<file path="config.mk">
export PLATFORM = sky130hd
export DESIGN_NAME = cb_scan_gen
export DESIGN_NICKNAME = d
export VERILOG_FILES = /design/src/rtl/cbs_pkg.sv /design/src/rtl/cbs_cfg_check.sv /design/src/rtl/cbs_band_walk.sv /design/src/rtl/cbs_plane_pass.sv /design/src/rtl/cb_scan_gen.sv
export SDC_FILE = /design/constraint.sdc
export NUM_CORES = 1
export LEC_CHECK = 0
export ABC_AREA = 1
export BUFFER_PORTS_ARGS = -buffer_cell sky130_fd_sc_hd__buf_2
export CORE_AREA = 3 3 87 89
export DETAILED_ROUTE_END_ITERATION = 8
export DIE_AREA = 0 0 90 92
export PLACE_DENSITY_LB_ADDON = 0.2
export SLEW_MARGIN = 20
export SYNTH_ARGS = -nofsm -noshare
export SYNTH_HDL_FRONTEND = slang
export SYNTH_SLANG_ARGS = --single-unit
</file>
<file path="constraint.sdc">
create_clock -name clk -period 1.7 [get_ports clk]
set_input_delay 0.085 -clock clk [delete_from_list [all_inputs] [get_ports clk]]
set_output_delay 0.085 -clock clk [all_outputs]
set_load 0.02 [all_outputs]
</file>
<file path="src/rtl/cbs_pkg.sv">
// Shared definitions for the code-block stripe scan generator.
// Assumes nothing beyond a four-row band height fixed by the coding scheme.
package cbs_pkg;
    localparam int BAND_H = 4;

    typedef enum logic [1:0] {
        PASS_SIG = 2'd0,
        PASS_REF = 2'd1,
        PASS_CLN = 2'd2
    } pass_e;
endpackage

</file>
<file path="src/rtl/cbs_cfg_check.sv">
// Combinational legality check of a scan configuration.
// Assumes MAX_H is a multiple of four; the result is only sampled on a start.
module cbs_cfg_check #(
    parameter int MAX_W  = 64,
    parameter int MAX_H  = 64,
    parameter int MAX_BP = 16,
    parameter int CW     = 6,
    parameter int RW     = 6,
    parameter int PW     = 4
) (
    input  logic [CW:0] cols,
    input  logic [RW:0] rows,
    input  logic [PW:0] planes,
    output logic        ok
);
    localparam logic [CW:0] LIM_W  = MAX_W[CW:0];
    localparam logic [RW:0] LIM_H  = MAX_H[RW:0];
    localparam logic [PW:0] LIM_BP = MAX_BP[PW:0];

    // Legal when every count is non-zero, within bounds and rows fill whole bands.
    always_comb begin
        ok = (cols != '0) && (cols <= LIM_W)
          && (rows != '0) && (rows <= LIM_H) && (rows[1:0] == 2'b00)
          && (planes != '0) && (planes <= LIM_BP);
    end
endmodule

</file>
<file path="src/rtl/cbs_band_walk.sv">
// Walks one pass: four rows down a column, columns left to right, bands top to bottom.
// Assumes cols_m1 and last_base were latched from a legal configuration.
module cbs_band_walk #(
    parameter int CW = 6,
    parameter int RW = 6
) (
    input  logic          clk,
    input  logic          rst_n,
    input  logic          clear,
    input  logic          step,
    input  logic [CW-1:0] cols_m1,
    input  logic [RW-1:0] last_base,
    output logic [RW-1:0] row,
    output logic [CW-1:0] col,
    output logic          at_eos,
    output logic          at_eop
);
    logic [1:0]    sub_q;
    logic [CW-1:0] col_q;
    logic [RW-1:0] base_q;

    // Band and pass end decode from the current position.
    always_comb begin
        at_eos = (sub_q == 2'd3) && (col_q == cols_m1);
        at_eop = at_eos && (base_q == last_base);
        row    = {base_q[RW-1:2], sub_q};
        col    = col_q;
    end

    // Advance the position by one coordinate per accepted beat.
    always_ff @(posedge clk) begin
        if (!rst_n || clear) begin
            sub_q  <= '0;
            col_q  <= '0;
            base_q <= '0;
        end else if (step) begin
            if (sub_q != 2'd3) begin
                sub_q <= sub_q + 2'd1;
            end else begin
                sub_q <= '0;
                if (col_q != cols_m1) begin
                    col_q <= col_q + 1'b1;
                end else begin
                    col_q  <= '0;
                    base_q <= at_eop ? '0 : base_q + RW'(cbs_pkg::BAND_H);
                end
            end
        end
    end
endmodule

</file>
<file path="src/rtl/cbs_plane_pass.sv">
// Sequences three coding passes per bit-plane, bit-planes counting down to zero.
// Assumes step is raised only on the final beat of a pass.
module cbs_plane_pass #(
    parameter int PW = 4
) (
    input  logic          clk,
    input  logic          rst_n,
    input  logic          load,
    input  logic [PW-1:0] top_plane,
    input  logic          step,
    output logic [1:0]    pass,
    output logic [PW-1:0] plane,
    output logic          at_last
);
    import cbs_pkg::*;

    pass_e         pass_q;
    logic [PW-1:0] plane_q;

    // Last pass of the last plane closes the block.
    always_comb begin
        pass    = pass_q;
        plane   = plane_q;
        at_last = (pass_q == PASS_CLN) && (plane_q == '0);
    end

    // Move to the next pass, or to the next lower plane after the third pass.
    always_ff @(posedge clk) begin
        if (!rst_n) begin
            pass_q  <= PASS_SIG;
            plane_q <= '0;
        end else if (load) begin
            pass_q  <= PASS_SIG;
            plane_q <= top_plane;
        end else if (step) begin
            case (pass_q)
                PASS_SIG: pass_q <= PASS_REF;
                PASS_REF: pass_q <= PASS_CLN;
                default: begin
                    pass_q  <= PASS_SIG;
                    plane_q <= plane_q - 1'b1;
                end
            endcase
        end
    end
endmodule

</file>
<file path="src/rtl/cb_scan_gen.sv">
// Top of the code-block stripe scan generator: presents one coefficient
// coordinate per valid/ready beat. Assumes MAX_H is a multiple of four,
// MAX_H >= 4 and MAX_BP >= 2. A start is honoured only while idle.
module cb_scan_gen #(
    parameter int MAX_W  = 64,
    parameter int MAX_H  = 64,
    parameter int MAX_BP = 16,
    localparam int CW = (MAX_W > 1) ? $clog2(MAX_W) : 1,
    localparam int RW = $clog2(MAX_H),
    localparam int PW = $clog2(MAX_BP)
) (
    input  logic          clk,
    input  logic          rst_n,
    input  logic          start,
    input  logic [CW:0]   cfg_cols,
    input  logic [RW:0]   cfg_rows,
    input  logic [PW:0]   cfg_planes,
    input  logic          out_ready,
    output logic          out_valid,
    output logic [RW-1:0] out_row,
    output logic [CW-1:0] out_col,
    output logic [PW-1:0] out_plane,
    output logic [1:0]    out_pass,
    output logic          out_first,
    output logic          out_eos,
    output logic          out_eop,
    output logic          out_eob,
    output logic          cfg_err
);
    logic          cfg_ok;
    logic          launch;
    logic          accept;
    logic          valid_q;
    logic          first_q;
    logic          err_q;
    logic [CW-1:0] cols_m1_q;
    logic [RW-1:0] last_base_q;
    logic [PW-1:0] top_plane_q;
    logic          eos_w;
    logic          eop_w;
    logic          last_pp_w;
    logic [RW-1:0] row_w;
    logic [CW-1:0] col_w;
    logic [1:0]    pass_w;
    logic [PW-1:0] plane_w;

    cbs_cfg_check #(
        .MAX_W(MAX_W), .MAX_H(MAX_H), .MAX_BP(MAX_BP),
        .CW(CW), .RW(RW), .PW(PW)
    ) u_cfg (
        .cols(cfg_cols), .rows(cfg_rows), .planes(cfg_planes), .ok(cfg_ok)
    );

    // Handshake and launch conditions.
    always_comb begin
        launch = start && !valid_q && cfg_ok;
        accept = valid_q && out_ready;
    end

    // Capture geometry on a legal start.
    always_ff @(posedge clk) begin
        if (!rst_n) begin
            cols_m1_q   <= '0;
            last_base_q <= '0;
            top_plane_q <= '0;
        end else if (launch) begin
            cols_m1_q   <= CW'(cfg_cols - 1'b1);
            last_base_q <= RW'(cfg_rows - (RW+1)'(cbs_pkg::BAND_H));
            top_plane_q <= PW'(cfg_planes - 1'b1);
        end
    end

    cbs_band_walk #(.CW(CW), .RW(RW)) u_band (
        .clk(clk), .rst_n(rst_n), .clear(launch), .step(accept),
        .cols_m1(cols_m1_q), .last_base(last_base_q),
        .row(row_w), .col(col_w), .at_eos(eos_w), .at_eop(eop_w)
    );

    cbs_plane_pass #(.PW(PW)) u_pp (
        .clk(clk), .rst_n(rst_n), .load(launch),
        .top_plane(PW'(cfg_planes - 1'b1)), .step(accept && eop_w),
        .pass(pass_w), .plane(plane_w), .at_last(last_pp_w)
    );

    // Run state, first-beat marker and configuration error flag.
    always_ff @(posedge clk) begin
        if (!rst_n) begin
            valid_q <= 1'b0;
            first_q <= 1'b0;
            err_q   <= 1'b0;
        end else if (start && !valid_q) begin
            valid_q <= cfg_ok;
            first_q <= cfg_ok;
            err_q   <= !cfg_ok;
        end else if (accept) begin
            first_q <= 1'b0;
            if (eop_w && last_pp_w) begin
                valid_q <= 1'b0;
            end
        end
    end

    // Drive the beat; markers are qualified by valid.
    always_comb begin
        out_valid = valid_q;
        out_row   = row_w;
        out_col   = col_w;
        out_plane = plane_w;
        out_pass  = pass_w;
        out_first = valid_q && first_q;
        out_eos   = valid_q && eos_w;
        out_eop   = valid_q && eop_w;
        out_eob   = valid_q && eop_w && last_pp_w;
        cfg_err   = err_q;
    end
endmodule

</file>
# After elaboration in Yosys (flattened, before gate mapping)
# Index checks and enable logic that the tools add are counted.
# word_totals
register_bits,35
in_bits,23
out_inout_bits,24
# op_classes
add_sub_neg,7
n_lt_le_gt_ge,3
eq_ne,8
n_mux,12
bitwise_logic,3
reduce_logical,37
# ops
cell,n
1-bit logical AND,18
7-bit <= comparator (second input constant),2
7-bit nonzero test,2
6-bit == test,2
4-bit two-way mux,3
6-bit two-way mux,2
4-bit by 1-bit subtractor with 4-bit output (second input constant),2
6-bit by 1-bit adder with 6-bit output (second input constant),1
6-bit by 3-bit adder with 6-bit output (second input constant),1
6-bit != test,1
2-bit AND reduction,3
2-bit nonzero test,3
6-bit by 1-bit subtractor with 6-bit output (second input constant),1
6-bit by 3-bit subtractor with 6-bit output (second input constant),1
5-bit <= comparator (second input constant),1
1-bit two-way mux,5
5-bit nonzero test,1
2-bit == test (second input constant),2
2-bit zero test,2
4-bit zero test,1
2-bit one-hot mux with 2 select lines,1
2-bit OR reduction,2
1-bit zero test,3
1-bit inverter,3
7 further kinds,7

# Logic depth before layout (Yosys ltp)
# Gate-level depths: netlist of the first run.
# logic_depth
ltp_word,10
mapped_depth,15
depth_no_buf,15

# Cells and area by module
# From an unflattened synthesis of the first run, not the netlist that was laid out.
# hier_totals
hier_cells,300
hier_area_um2,2167.1
# by_module_without_submodules
module,instances,cells_each,area_each_um2
cb_scan_gen,1,109,882.1
cbs_band_walk,1,121,830.8
cbs_plane_pass,1,45,325.3
cbs_cfg_check,1,25,128.9

# Least setup slack after synthesis of the first run
# Ideal clock, no wire load.
# synth_timing
path_kind,reg2reg
startpoint,"register valid_q, in the netlist out_valid"
endpoint,"register u_pp.plane_q[1], in the netlist u_pp.plane[1]"
arrival_time_ps,1553
required_time_ps,1577
path_slack_ps,24
path_stages_with_launch,12
period_less_slack_ps,1676
path_cell_list,dfxtp_1 > inv_2 > nand2_2 > nor2_2 > nand2_1 > nor2_2 > nand3_4 > nand2_1 > nand2_1 > ha_1 > nand2_1 > nor3b_2
# synth_between
elab_chain_len,5
# synth_lines
item,line_no,source
start: declaration,cb_scan_gen.sv:33,logic valid_q;
start signal: assignment,cb_scan_gen.sv:92,valid_q <= cfg_ok;
1-bit zero test,cb_scan_gen.sv:56,launch = start && !valid_q && cfg_ok;
1-bit logical AND (2 in series),cb_scan_gen.sv:56,
2-bit by 1-bit != test with 1-bit output (no line) / 2-bit nonzero test (equally long branches),-,
2-bit AND reduction (no line),-,
end signal: assignment,cbs_plane_pass.sv:34,plane_q <= top_plane;
end signal: assignment,cbs_plane_pass.sv:41,plane_q <= plane_q - 1'b1;
end: declaration,cbs_plane_pass.sv:18,logic [PW-1:0] plane_q;
# Several ways; a longest one is shown, not always the timed one.
# A chain may end at the register's enable or synchronous reset.

# Worst setup path in the final report of the first run
# Ends and elaborated chain as after synthesis.

==> results.tsv, run 1 <==
stage	metric	value	unit
drt	drt_wl_total	4840	um
worst_setup_path	setup.worst_path.start	out_valid	
worst_setup_path	rr_worst_depth	11	
worst_setup_path	worstSetupPathType	flip-flop to flip-flop	
clock_tree	clockBufferDepth	2	
grt	grt_pass1_wl	8580	um
pwr	vdd_drop_max	0.214	mV
cells_and_area	antenna_cells	0	
timing	rsz0062_at_grt	true	
cells_and_area	final_cell_area	0.00267	sq mm
grt	grt_max_degree	15	
place	pre_cts_slack	-9.36	ps
drt	drc	0	
timing	relSlewSlack	82.2	%
pwr	p_total	1550	uW
synth	syn_area_per_cell	6.98	sq um
drt	wl_per_cell	10.6	um
timing	setup_viol	0	
synth	synth_compound_area_share	11.5	%
worst_setup_path	crit_end	u_pp.plane[1]	
synth	synthesis.area	0.00203	sq mm
grt	grt_use_total	12.6	%
synth	ys_ff_latch	33	
clock_tree	clk_pin_slew_worst_paths	70	ps
worst_setup_path	end_kind	flip-flop	
timing	final-max-slew-violation-count	0	
place	dpl.hpwl	3900	um
floorplan	rows	30	
floorplan	ioPinCount	47	
floorplan	core_area	0.00683	sq mm
pwr	sw_frac_of_total	24.9	%
pwr	leakage	0.00126	uW
timing	min_period	1600	ps
floorplan	start_util	29.7	%
synth	synthTopCellsByArea	dfxtp_1 33%, nand2_1 12%, inv_1 7.9%	
worst_setup_path	cp_data_arrival_time	1770	ps
timing	worst_pin_slew	265	ps
place	place_congestion	0.825	
drt	num_vias	1963	
pwr	internal_power	1160	uW
pwr	pwr_density_cell	581	mW/mm^2
cells_and_area	fillers	761	
clock_tree	postCtsHoldBufs	0	
drt	firstDrtPassIters	4	
synth	yosysSeqAreaShare	32.5	%
clock_tree	cts_tree	done	
floorplan	fp.dieW	90	um
synth	synthAdderAreaFrac	4.31	%
hold_path	min_path_type	primary input to flip-flop	
clock_tree	cts_buffers	5	
cells_and_area	area_growth	31.3	%
grt	antenna_found_initial	0	
worst_setup_path	worst-path-max-fanout	4	
synth	synth_top_family_by_area	simple AND/OR/NAND/NOR gates	
synth	synthCells	291	
run	maxCapViolCount	0	
synth	synth_xor_xnor_area_share	3.88	%
timing	hold_ws	87.3	ps
timing	layout_setup_ws	101	ps
synth	yosysTopAreaCellShare	32.5	%
worst_setup_path	r2r_start	out_valid	
synth	synthDistinctLibCells	32	
place	dpl_cell_area	0.00247	sq mm
cells_and_area	drive_gt1_share	37.5	%
clock_tree	cts-root-buf	clkbuf_8	
clock_tree	cts.htree.levels	2	
pwr	power_frac_comb	11.5	%
timing	post-route-period-util	94.0	%
timing	hold_viol	0	
cells_and_area	fin_util	39.1	%
synth	synthMuxAreaShare	0	%
status	status	completed	
place	port_buffers	46	
worst_setup_path	r2r_slack	100	ps
drt	ant_nets	0	
synth	yosysTopAreaCell	dfxtp_1	
drt	avgViaCountPerCell	4.30	
pwr	net-switching-power	386	uW
drt	drtIter0Drc	48	
floorplan	die_h	92	um
timing	clock.fmax	625	MHz
cells_and_area	final_nets	390	
worst_setup_path	cp.required	1870	ps
timing	fin_skew	4.02	ps
floorplan	die_area	0.00828	sq mm
grt	grt_pass1_vias	1883	
worst_setup_path	start_kind	flip-flop	
clock_tree	insertion_delay	280	ps
pwr	power.share.clock	38.4	%
synth	synth-simple-area-share	35.8	%
pwr	p_seq_share	50.1	%
grt	gr-total-overflow	0	
worst_setup_path	r2r_end	u_pp.plane[1]	
clock_tree	clock_sinks	33	
synth	synthesis.nets	321	
synth	yosysWarnings	0	
[cells in the mapped netlist]
cell type,instances
nand3b_1,1
xor2_1,7
nand2_1,63
nand2_2,5
nand2_4,3
o211ai_1,1
buf_2,1
inv_6,1
buf_12,1
ha_1,7
nand4_4,1
nor2_4,4
nand4_1,5
nand3_4,1
nor2_2,8
nor3b_2,2
nor3_1,6
a211oi_1,2
a21oi_1,20
a21oi_2,3
nand3_1,17
inv_1,43
o21ai_0,8
a22oi_1,1
a31oi_1,1
buf_6,1
nand3_2,2
dfxtp_1,33
xnor2_1,2
o21ai_1,6
inv_2,10
nor2_1,25
[layout make-up]
class                           instances  area [sq um]  area share, %
Timing Repair Buffer                   65           399           15.0
Sequential cell                        33           691           25.9
Inverter                               54           208           7.78
Multi-Input combinational cell        201          1160           43.6
Clock buffer                            7          86.3           3.23
Tap cell                               96           120           4.50
[metal layers]
metal / share of wire, % / track usage [%] / vias to the layer above
met1: 49 / 16.4 / 859
met3: 3.5 / 2.63 / 10
met2: 45 / 20.1 / 33
li1: - / - / 1061
met5: 0 / 0 / -
met4: 2.2 / 5.61 / 0
[cells by family (layout without fill, tap and decap cells)]
group | count (synthesis) | in the layout
AOI/OAI and AO/OA | 42 | 42
xor gates and xnor gates | 9 | 9
adders and majority gates | 7 | 7
buffers and inverters | 57 | 126
DFF | 33 | 33
and+or+nand+nor | 143 | 143
[state kept, by name, summed over array words and instances, names as in the netlist]
name	count
u_pp.plane	4
out_valid	1
last_base_q	6
first_q	1
u_pp.pass	2
cols_m1_q	6
u_band.base_q	4
u_band.col	6
cfg_err	1
u_band.sub_q	2
[how the worst min path moves through the flow]
stage | startpoint | endpoint | slack (ps) | cells past startpoint
finish | cfg_cols[4] | cols_m1_q[4] | 90 | 3
global route | cfg_cols[4] | cols_m1_q[4] | 110 | 3
CTS | cfg_cols[4] | cols_m1_q[4] | 80 | 3
detailed placement | cfg_cols[4] | cols_m1_q[4] | 380 | 3
global placement | start | cfg_err | 360 | 3
floorplan | start | cfg_err | 250 | 2
[power by group through the flow]
stage	combinational [uW]	clock [uW]	sequential [uW]
4_1_cts	176	619	782
5_1_grt	204	634	778
3_3_place_gp	174	0	802
3_5_place_dp	175	0	803
2_1_floorplan	98.8	0	807
6_report	179	595	777
[through the flow]
step,std cells,TNS [ps]
after floorplan,291,0
after global placement,445,0
after detailed placement,445,-9.36
after CTS,453,0
after global routing,456,-30.1
final,456,0
[layout by cell type (no fill, tap or decap), types with 2 or more instances in the layout]
cell type and n:
nand3_1 17, ha_1 6, buf_2 45, a21oi_2 3
dfxtp_1 21, nor2_4 6, o21ai_0 8, nand3_2 2
nand2_4 4, nor2_1 23, buf_6 3, nor2_2 8
dfxtp_2 6, dfxtp_4 6, nand2_1 57, inv_1 40
xor2_1 7, a211oi_1 2, clkbuf_8 6, a21oi_1 20
xnor2_1 2, nor3b_2 2, buf_4 16, nand4_1 5
nor3_1 6, inv_2 13, nand2_2 10, o21ai_1 6
[worst max-delay path: stages, from the launching register on]
cell     delay (ps)
dfxtp_2         330
inv_2            70
nand2_4          60
nor2_4           80
nand2_1          60
nor2_2          140
nand3_4         120
nand2_1          90
nand2_2          50
ha_2            300
nand2_1          40
nor3b_2         140
[repair_timing]
item	CTS	global route
gates cloned	0	0
pin swaps	4	11
setup endpoints to repair	2	10
gates resized for setup	7	30
buffers inserted	2	3
hold endpoints to repair	0	0
Power figures use the tool's default switching activity.
==> run 2, diff against run 1 <==
- RECOVER_POWER: default -> 100
==> run 2 against run 1 <==
Net effect: global-route usage is the same; sequential share of layout area grew 0.21 points; final cell count is the same; worst setup slack gained 0.98 ps; fmax is essentially flat; first-iteration DRC count grew 46%; critical path depth is the same; combinational power is essentially flat.
==> results.tsv, run 2 (synthesis gave the netlist of run 1 again) <==
stage	metric	value	unit	change
worst_setup_path	cpMaxStageDelayCell	dfxtp_4		
floorplan	die_h	92	um	unchanged
worst_setup_path	worstSetupPathType	flip-flop to flip-flop		
run	maxCapViolCount	0		unchanged
cells_and_area	final_cell_area	0.00265	sq mm	-0.80%
grt	grt_use_total	12.6	%	unchanged
clock_tree	clk_pin_slew_worst_paths	60	ps	about the same
worst_setup_path	cp_data_arrival_time	1770	ps	about the same
timing	fin_skew	3.18	ps	-0.840 ps
drt	drc	0		unchanged
cells_and_area	drive_gt1_share	32.8	%	-4.7 points
cells_and_area	final_nets	390		unchanged
cells_and_area	final_cell_mix	57 x nand2_1, 40 x inv_1, 28 x buf_2		
clock_tree	clock_sinks	33		unchanged
drt	num_vias	1975		+0.61%
timing	hold_viol	0		unchanged
worst_setup_path	cp.required	1870	ps	about the same
clock_tree	cts-root-buf	clkbuf_8		
clock_tree	clockBufferDepth	2		unchanged
cells_and_area	fillers	774		+1.7%
place	port_buffers	46		unchanged
pwr	leakage	0.00119	uW	-5.9%
timing	final-max-slew-violation-count	0		unchanged
hold_path	min_path_type	primary input to flip-flop		
place	dpl.hpwl	3900	um	unchanged
floorplan	core_area	0.00683	sq mm	unchanged
drt	drtIter0Drc	70		+46%
timing	rsz0062_at_grt	true		
floorplan	die_area	0.00828	sq mm	unchanged
clock_tree	insertion_delay	280	ps	about the same
worst_setup_path	start_kind	flip-flop		
pwr	pwr_density_cell	584	mW/mm^2	+0.58%
clock_tree	cts.htree.levels	2		unchanged
status	status	completed		
worst_setup_path	end_kind	flip-flop		
drt	ant_nets	0		unchanged
drt	drt_wl_total	4860	um	+0.48%
grt	antenna_found_initial	0		unchanged
worst_setup_path	worstPathCellList	inv_2, nand2_2, nand2_1, nor2_1, nand3_2, nor2_4, buf_6, nand4_4, nand2_4, nand2_1, nor3b_2		
grt	grt_pass1_vias	1883		unchanged
timing	min_period	1600	ps	-0.979 ps
place	dpl_cell_area	0.00247	sq mm	unchanged
cells_and_area	layout_commonest_cell	nand2_1		
timing	clock.fmax	626	MHz	about the same
drt	wl_per_cell	10.7	um	+0.48%
floorplan	start_util	29.7	%	unchanged
clock_tree	cts_buffers	5		unchanged
timing	relSlewSlack	82.2	%	unchanged
cells_and_area	antenna_cells	0		unchanged
timing	worst_pin_slew	265	ps	unchanged
clock_tree	cts_tree	done		
worst_setup_path	worst-path-max-fanout	6		+2
drt	avgViaCountPerCell	4.33		+0.61%
pwr	vdd_drop_max	0.212	mV	-0.96%
cells_and_area	stdcell_count	456		unchanged
timing	post-route-period-util	94.0	%	about the same
timing	setup_viol	0		unchanged
worst_setup_path	crit_top_cell	nand2_1		
grt	grt_pass1_wl	8580	um	unchanged
grt	gr-total-overflow	0		unchanged
place	place_congestion	0.825		unchanged
floorplan	rows	30		unchanged
floorplan	ioPinCount	47		unchanged
place	placedCellCount	445		unchanged
grt	grt_max_degree	15		unchanged
drt	firstDrtPassIters	5		+1
worst_setup_path	slowest_delay	370	ps	+40 ps
cells_and_area	area_growth	30.3	%	
floorplan	fp.dieW	90	um	unchanged
## run 2: final cells by class
class                      count  area [sq um]  area share (%)
multi-input combinational    201          1160            44.0
sequential                    33           691            26.1
timing repair buffer          65           378            14.3
inverter                      54           208            7.84
tap                           96           120            4.54
clock buffer                   7          86.3            3.26
## run 2: stage by stage
step | total power, uW | hold WS, ps | setup TNS, ps | utilization, % | setup slack [ps]
after floorplan | 905 | 245 | 0 | - | 24.1
after global placement | 977 | 364 | 0 | 36.2 | 35.5
after detailed placement | 978 | 382 | -9.36 | 36.2 | -9.36
after global routing | 1620 | 110 | -33.1 | 38.8 | -19.5
after CTS | 1580 | 77.1 | 0 | 37.7 | 13.4
final | 1550 | 87.4 | 0 | 38.8 | 102
## run 2: worst paths after layout
path	startpoint	to	slack [ps]	depth (start not counted)
worst max register to register	u_band.col[1]	u_pp.plane[1]	100	11
worst min register to register	last_base_q[0]	last_base_q[0]	440	2
worst min-delay path	cfg_cols[4]	cols_m1_q[4]	90	3
worst max-delay path	u_band.col[1]	u_pp.plane[1]	100	11
## run 2: power by group
| group | switching [uW] | leakage [uW] | internal (uW) | total, uW |
|---|---|---|---|---|
| sequential | 5.51 | 0.000274 | 772 | 777 |
| clock | 272 | 0.0000443 | 321 | 593 |
| combinational | 106 | 0.000869 | 71.2 | 178 |
| total | 384 | 0.00119 | 1160 | 1550 |
## run 2: worst max-delay path, delay by kind of cell, from the launching register on
family	cells	cell delay (ps)
AND/OR/NAND/NOR	9	920
buffers and inverters	2	170
flip-flops	1	370
## run 2: per-layer routing
layer	routed length (um)	GRT usage [%]	share of wire, %	vias to the layer above
li1	-	-	-	1062
met1	2370	16.4	49	866
met2	2200	20.1	45	37
met3	181	2.63	3.7	10
met4	108	5.61	2.2	0
met5	0	0	0	-
## run 2: repair_timing
action | in CTS | in global routing
setup endpoints to repair | 2 | 10
setup buffers | 2 | 3
pin swaps | 4 | 11
hold buffers | 0 | 0
cloned | 0 | 0
gates resized for setup | 7 | 30
